File: src/rtl/wa_pkg.sv
package wa_pkg;

    // What the output stage does at the coming clock edge
    typedef enum logic [1:0] {
        EMIT_NONE  = 2'd0,
        EMIT_PASS  = 2'd1,
        EMIT_MERGE = 2'd2,
        EMIT_FLUSH = 2'd3
    } emit_e;

    typedef struct packed {
        emit_e kind;
        logic  first;
    } step_t;

    function automatic logic emits(input emit_e k);
        return k != EMIT_NONE;
    endfunction

    // Source lane for output lane j at offset s, wrapped into range
    function automatic int src_lane(input int j, input int s, input int lanes);
        return (j + s) % lanes;
    endfunction

    // Whether output lane j at offset s draws from the older word
    function automatic logic from_older(input int j, input int s, input int lanes);
        return (j + s) < lanes;
    endfunction

endpackage

File: src/rtl/wa_block_ctrl.sv
module wa_block_ctrl
    import wa_pkg::*;
#(
    parameter int LANES = 6,
    localparam int OFS_W = $clog2(LANES)
) (
    input  logic             clk,
    input  logic             rst,
    input  logic             in_valid,
    input  logic             in_last,
    input  logic [OFS_W-1:0] offset,
    output logic [OFS_W-1:0] ofs_eff,
    output step_t            step,
    output logic             flush_pend
);

    logic             in_block_q;
    logic [OFS_W-1:0] held_q;
    logic             flush_q;
    logic             first;

    assign first   = in_valid && !in_block_q;
    assign ofs_eff = first ? offset : held_q;

    always_comb begin
        step.first = first;
        if (flush_q) begin
            step.kind = EMIT_FLUSH;
        end else if (in_valid) begin
            if (ofs_eff == '0) begin
                step.kind = EMIT_PASS;
            end else if (first) begin
                step.kind = EMIT_NONE;
            end else begin
                step.kind = EMIT_MERGE;
            end
        end else begin
            step.kind = EMIT_NONE;
        end
    end

    always_ff @(posedge clk) begin
        if (rst) begin
            in_block_q <= 1'b0;
            held_q     <= '0;
            flush_q    <= 1'b0;
        end else begin
            if (in_valid) begin
                in_block_q <= !in_last;
            end
            if (first) begin
                held_q <= offset;
            end
            flush_q <= in_valid && in_last && (ofs_eff != '0);
        end
    end

    assign flush_pend = flush_q;

    // held offset cannot move while a block is open
    a_r7_offset_hold: assert property (@(posedge clk) disable iff (rst)
        in_block_q |=> $stable(held_q));

    // source leaves a gap for the flush word
    a_r8_flush_gap: assert property (@(posedge clk) disable iff (rst)
        flush_q |-> !in_valid);

    // offset must be a legal lane count at a block's first word
    a_r3_offset_range: assert property (@(posedge clk) disable iff (rst)
        first |-> (int'(offset) < LANES));

endmodule

File: src/rtl/wa_lane_merge.sv
module wa_lane_merge
    import wa_pkg::*;
#(
    parameter int MSG_W = 6,
    parameter int LANES = 6,
    localparam int OFS_W  = $clog2(LANES),
    localparam int WORD_W = MSG_W * LANES
) (
    input  logic [WORD_W-1:0] older,
    input  logic [WORD_W-1:0] newer,
    input  logic [OFS_W-1:0]  ofs,
    output logic [WORD_W-1:0] merged
);

    for (genvar j = 0; j < LANES; j++) begin : g_lane
        logic [MSG_W-1:0] lane_v;

        always_comb begin
            lane_v = '0;
            for (int s = 0; s < LANES; s++) begin
                if (ofs == OFS_W'(s)) begin
                    if (from_older(j, s, LANES)) begin
                        lane_v = older[src_lane(j, s, LANES)*MSG_W +: MSG_W];
                    end else begin
                        lane_v = newer[src_lane(j, s, LANES)*MSG_W +: MSG_W];
                    end
                end
            end
        end

        assign merged[j*MSG_W +: MSG_W] = lane_v;
    end

endmodule

File: src/rtl/wa_out_stage.sv
module wa_out_stage
    import wa_pkg::*;
#(
    parameter int WORD_W = 36
) (
    input  logic              clk,
    input  logic              rst,
    input  logic              in_valid,
    input  logic [WORD_W-1:0] in_word,
    input  step_t             step,
    input  logic [WORD_W-1:0] merged,
    output logic [WORD_W-1:0] prev_q,
    output logic              out_valid,
    output logic [WORD_W-1:0] out_word
);

    always_ff @(posedge clk) begin
        if (rst) begin
            prev_q    <= '0;
            out_valid <= 1'b0;
            out_word  <= '0;
        end else begin
            if (in_valid) begin
                prev_q <= in_word;
            end
            out_valid <= emits(step.kind);
            if (emits(step.kind)) begin
                out_word <= merged;
            end
        end
    end

endmodule

File: src/rtl/msg_write_aligner.sv
module msg_write_aligner
    import wa_pkg::*;
#(
    parameter int MSG_W = 6,
    parameter int LANES = 6,
    localparam int OFS_W  = $clog2(LANES),
    localparam int WORD_W = MSG_W * LANES
) (
    input  logic              clk,
    input  logic              rst,
    input  logic              in_valid,
    input  logic              in_last,
    input  logic [WORD_W-1:0] in_word,
    input  logic [OFS_W-1:0]  offset,
    output logic              out_valid,
    output logic [WORD_W-1:0] out_word
);

    logic [OFS_W-1:0]  ofs_eff;
    step_t             step;
    logic              flush_pend;
    logic [WORD_W-1:0] prev_q;
    logic [WORD_W-1:0] older_src;
    logic [WORD_W-1:0] newer_src;
    logic [WORD_W-1:0] merged;

    wa_block_ctrl #(.LANES(LANES)) u_ctrl (
        .clk        (clk),
        .rst        (rst),
        .in_valid   (in_valid),
        .in_last    (in_last),
        .offset     (offset),
        .ofs_eff    (ofs_eff),
        .step       (step),
        .flush_pend (flush_pend)
    );

    // Pass-through feeds the current word in as the "older" word at offset 0
    assign older_src = (step.kind == EMIT_PASS)  ? in_word : prev_q;
    assign newer_src = (step.kind == EMIT_FLUSH) ? '0      : in_word;

    wa_lane_merge #(.MSG_W(MSG_W), .LANES(LANES)) u_merge (
        .older  (older_src),
        .newer  (newer_src),
        .ofs    (ofs_eff),
        .merged (merged)
    );

    wa_out_stage #(.WORD_W(WORD_W)) u_out (
        .clk       (clk),
        .rst       (rst),
        .in_valid  (in_valid),
        .in_word   (in_word),
        .step      (step),
        .merged    (merged),
        .prev_q    (prev_q),
        .out_valid (out_valid),
        .out_word  (out_word)
    );

    // zero offset reproduces the input word one cycle later
    a_r2_pass: assert property (@(posedge clk) disable iff (rst)
        (in_valid && !flush_pend && ofs_eff == '0)
        |=> (out_valid && out_word == $past(in_word)));

    // a priming word with nonzero offset emits nothing
    a_r4_prime_silent: assert property (@(posedge clk) disable iff (rst)
        (step.first && !flush_pend && ofs_eff != '0) |=> !out_valid);

    // a flush word follows a nonzero-offset last word
    a_r5_flush_follows: assert property (@(posedge clk) disable iff (rst)
        (in_valid && in_last && ofs_eff != '0) |=> ##1 out_valid);

    // idle cycles outside a flush stay silent
    a_r6_idle_silent: assert property (@(posedge clk) disable iff (rst)
        (!in_valid && !flush_pend) |=> !out_valid);

endmodule

File: config.mk
export PLATFORM = sky130hd
export DESIGN_NAME = msg_write_aligner
export DESIGN_NICKNAME = d
export VERILOG_FILES = /design/src/rtl/wa_pkg.sv /design/src/rtl/wa_block_ctrl.sv /design/src/rtl/wa_lane_merge.sv /design/src/rtl/wa_out_stage.sv /design/src/rtl/msg_write_aligner.sv
export SDC_FILE = /design/constraint.sdc
export NUM_CORES = 1
export LEC_CHECK = 0
export BUFFER_PORTS_ARGS = -buffer_cell sky130_fd_sc_hd__buf_2
export CAP_MARGIN = 25
export CORE_ASPECT_RATIO = 1.4
export CORE_MARGIN = 3
export CORE_UTILIZATION = 50
export CTS_CLUSTER_DIAMETER = 120
export CTS_CLUSTER_SIZE = 28
export DETAILED_ROUTE_END_ITERATION = 6
export HOLD_SLACK_MARGIN = 0.03
export PLACE_DENSITY = 0.76
export SLEW_MARGIN = 5
export SYNTH_ARGS = -nofsm -noshare
export SYNTH_HDL_FRONTEND = slang
export SYNTH_SLANG_ARGS = --single-unit
File: constraint.sdc
create_clock -name clk -period 3.83 [get_ports clk]
set_input_delay 1.149 -clock clk [delete_from_list [all_inputs] [get_ports clk]]
set_output_delay 1.149 -clock clk [all_outputs]
set_load 0.1 [all_outputs]
==> run_results.csv <==
group,metric,value,unit
cts,htreeDepth,3,
critical_path,endpoint_kind,"flop",
timing,hold_viol,0,
logic_synthesis,ys_types,64,
logic_synthesis,syn_inst,672,
cts,cts_setup_buffers,0,
timing,finalSetupViolCount,0,
cts,cts.repair.resized,0,
critical_path,crit_slowest_cell,"a2111oi_0",
critical_path,crit_arrival,3.33,ns
critical_path,cp_max_fo,27,
logic_synthesis,synth.avg_cell_area,7.63,um2
die,core_area,9950,um2
die,start_util,0.515,
critical_path,cp_common_cell,"a21oi_1",
job,maxCapViolCount,0,
die,fp.dieH,126,um
critical_path,r2r-start,"u_ctrl.in_block_q$_SDFFE_PP0P_",
power,power.density,488,nW/um2
hold_path,hold_class,"reg -> reg",
die,die_area,11500,um2
final_layout,nets,773,
logic_synthesis,synth-seq-cells,78,
logic_synthesis,synthArstFlopShare,0,
timing,slew_headroom,0.552,
logic_synthesis,synth_top_area_frac,0.304,
critical_path,rrSetupSlack,1.10,ns
hold_path,min-delay-start,"u_out.out_word[23]$_SDFFE_PP0P_",
final_layout,drive_gt1_frac,0.203,
run_status,run_status,"finished, final reports clean",
logic_synthesis,synth_ff_type,"dfxtp_1",
timing,finalClockSkew,0.00430,ns
place,place.gp.congestion,0.960,
timing,fin_crit_sh,0.818,
final_layout,seqCellArea,1560,um2
grt,grt_use_total,0.339,
critical_path,crit_buf_inv,2,
critical_path,r2r_end,"u_out.out_word[30]$_SDFFE_PP0P_",
timing,fin_tns_setup,0,ns
timing,slew_viol_final,0,
cts,root_buffer,"clkbuf_16",
logic_synthesis,syn_nets,715,
hold_path,holdPathStages,2,
cts,cts_buffer_depth,2,
grt,grt_pass1_vias,5378,
cts,cts_tree,"done",
routing,vias,5810,
grt,grt_max_degree,49,
critical_path,start_kind,"primary input",
cts,clock_sinks,78,
grt,antenna_found_initial,0,
final_layout,instances_no_fill,870,
logic_synthesis,synth_area,5130,um2
die,fp-row-count,43,
routing,viasPerCell,6.68,
logic_synthesis,synthTopCellsByArea,"dfxtp_1 30%, mux2i_1 12%, nand2_1 6.7%",
routing,drt_iter0_markers,671,
power,p_leak,2.51,nW
grt,grt_pass1_wl,30.9,mm
power,max-vdd-ir-drop,0.234,mV
place,placed_cells,854,
routing,drc_errors,0,
cts,numCtsBuffers,9,
critical_path,cpLargestDelayFamily,"compound AO/OA/AOI/OAI gates",
routing,wl_per_cell,22.7,um
logic_synthesis,ys_warn_count,0,
cts,cts_hold_buf,0,
cts,clk_pin_slew,0.06,ns
place,numPortBuffers,79,
place,hpwlAfterDp,13.6,mm
logic_synthesis,synthTopCellsByCount,"91 x nand2_1, 82 x nor2_1, 78 x dfxtp_1",
die,fp.dieW,91.6,um
critical_path,rr_worst_depth,7,
critical_path,max_stage_delay,0.55,ns
final_layout,multiInputGateArea,3300,um2
timing,period_minus_slack,3.13,ns
cts,clock_latency,0.34,ns
critical_path,crit_chain,"buf_2 -> buf_4 -> nor2b_4 -> mux2_2 -> a21oi_1 -> a21oi_1 -> a2111oi_0 -> a211oi_1",
critical_path,critical_path_class,"in -> reg",
routing,routed_wl,19.7,mm
hold_path,holdPathEnd,"u_out.out_word[23]$_SDFFE_PP0P_",
logic_synthesis,synth_area_leader_cell,"dfxtp_1",
die,pin_count,80,
grt,grt.overflow.total,0,
logic_synthesis,synth_edf_count,0,
timing,grt_setup_unrepaired,"false",
final_layout,syn_to_final_growth,18.3,%
critical_path,cp.required,4.03,ns
logic_synthesis,ys_seq_area_frac,0.304,
final_layout,nFillCells,919,
logic_synthesis,synth_most_common_cell,"nand2_1",
routing,drtPass1Iterations,6,
final_layout,n_antenna_cell,0,
timing,tightest_slew,0.672,ns
routing,ant_nets,0,
timing,fmax,0.319,GHz
-- metrics by stage --
stage	instance area (um2)	hold WS (ns)	setup WS [ns]	power, mW	util
floorplan	5130	0.460	0.839	1.70	-
global placement	5730	0.438	0.438	1.98	0.576
detailed placement	5730	0.443	0.367	1.99	0.576
CTS	6070	0.450	0.737	2.95	0.610
global route	6070	0.459	0.522	3.07	0.610
finish	6070	0.448	0.699	2.96	0.610
-- area by class of cell --
cell class / instances / area share
sequential: 78 / 0.257
clock buffer: 13 / 0.0445
tap: 135 / 0.0278
multi-input combinational: 526 / 0.544
inverter: 4 / 0.00247
clock inverter: 3 / 0.0107
timing repair buffer: 111 / 0.113
-- kinds of logic after synthesis --
| logic type | count (synthesis) | synth area share |
|---|---|---|
| compound gates | 217 | 0.291 |
| buf+inv | 68 | 0.0622 |
| flops | 78 | 0.304 |
| mux | 69 | 0.137 |
| simple gates | 240 | 0.206 |
-- worst max path at each step --
stage                         start                              end  slack, ns  depth (start not counted)
after global placement     in_valid  u_out.out_word[30]$_SDFFE_PP0P_       0.44                          8
after detailed placement   in_valid   u_out.out_word[9]$_SDFFE_PP0P_       0.37                          8
after floorplan           offset[1]  u_out.out_word[25]$_SDFFE_PP0P_       0.84                          6
final                      in_valid   u_out.out_word[9]$_SDFFE_PP0P_       0.70                          8
after CTS                  in_valid   u_out.out_word[9]$_SDFFE_PP0P_       0.74                          8
after global routing       in_valid   u_out.out_word[9]$_SDFFE_PP0P_       0.52                          8
-- worst register-to-register path, stage by stage (launching register included) --
cell and delay [ns]:
dfxtp_1 0.53, and2b_2 0.30, o31ai_4 0.56, buf_4 0.49, a222oi_1 0.21, a21oi_1 0.19
nand2_1 0.07, a311oi_1 0.28
-- flip-flops by register name, summed over array words and instances (netlist names) --
register and count:
u_out.prev_q 36, u_ctrl.held_q 3, u_ctrl.flush_pend 1, u_out.out_word 36, u_ctrl.in_block_q 1, u_out.out_valid 1
-- where the power goes --
part / internal [mW] / switching (mW)
Clock: 0.623 / 0.339
Combinational: 0.290 / 0.763
Sequential: 0.880 / 0.0623
-- placed cells by master (no fill, tap or decap), types with 4 or more instances in the layout --
cell type and instances:
nand2_1 91, nor2_1 82, buf_2 79, dfxtp_1 78
mux2i_1 59, a21oi_1 55, o21ai_0 39, buf_4 28
nand3_1 17, a211oi_1 15, a31oi_1 14, nor3_1 12
o211ai_1 11, a22oi_1 11, nand4_1 9, clkbuf_16 9
mux2_2 8, a311oi_1 8, a221oi_1 8, and3_1 7
nand2b_1 5, o221ai_1 5, nor2b_1 4, inv_1 4
o22ai_1 4, o2bb2ai_1 4, a222oi_1 4, a211o_1 4
buf_12 4
-- per-layer routing --
layer / global-route usage / part of all wire / up-vias
li1: - / - / 2618
met1: 0.506 / 0.44 / 2755
met2: 0.477 / 0.43 / 390
met3: 0.0717 / 0.10 / 47
met4: 0.124 / 0.026 / 0
met5: 0 / 0 / -
(Power assumes the default switching activity.)
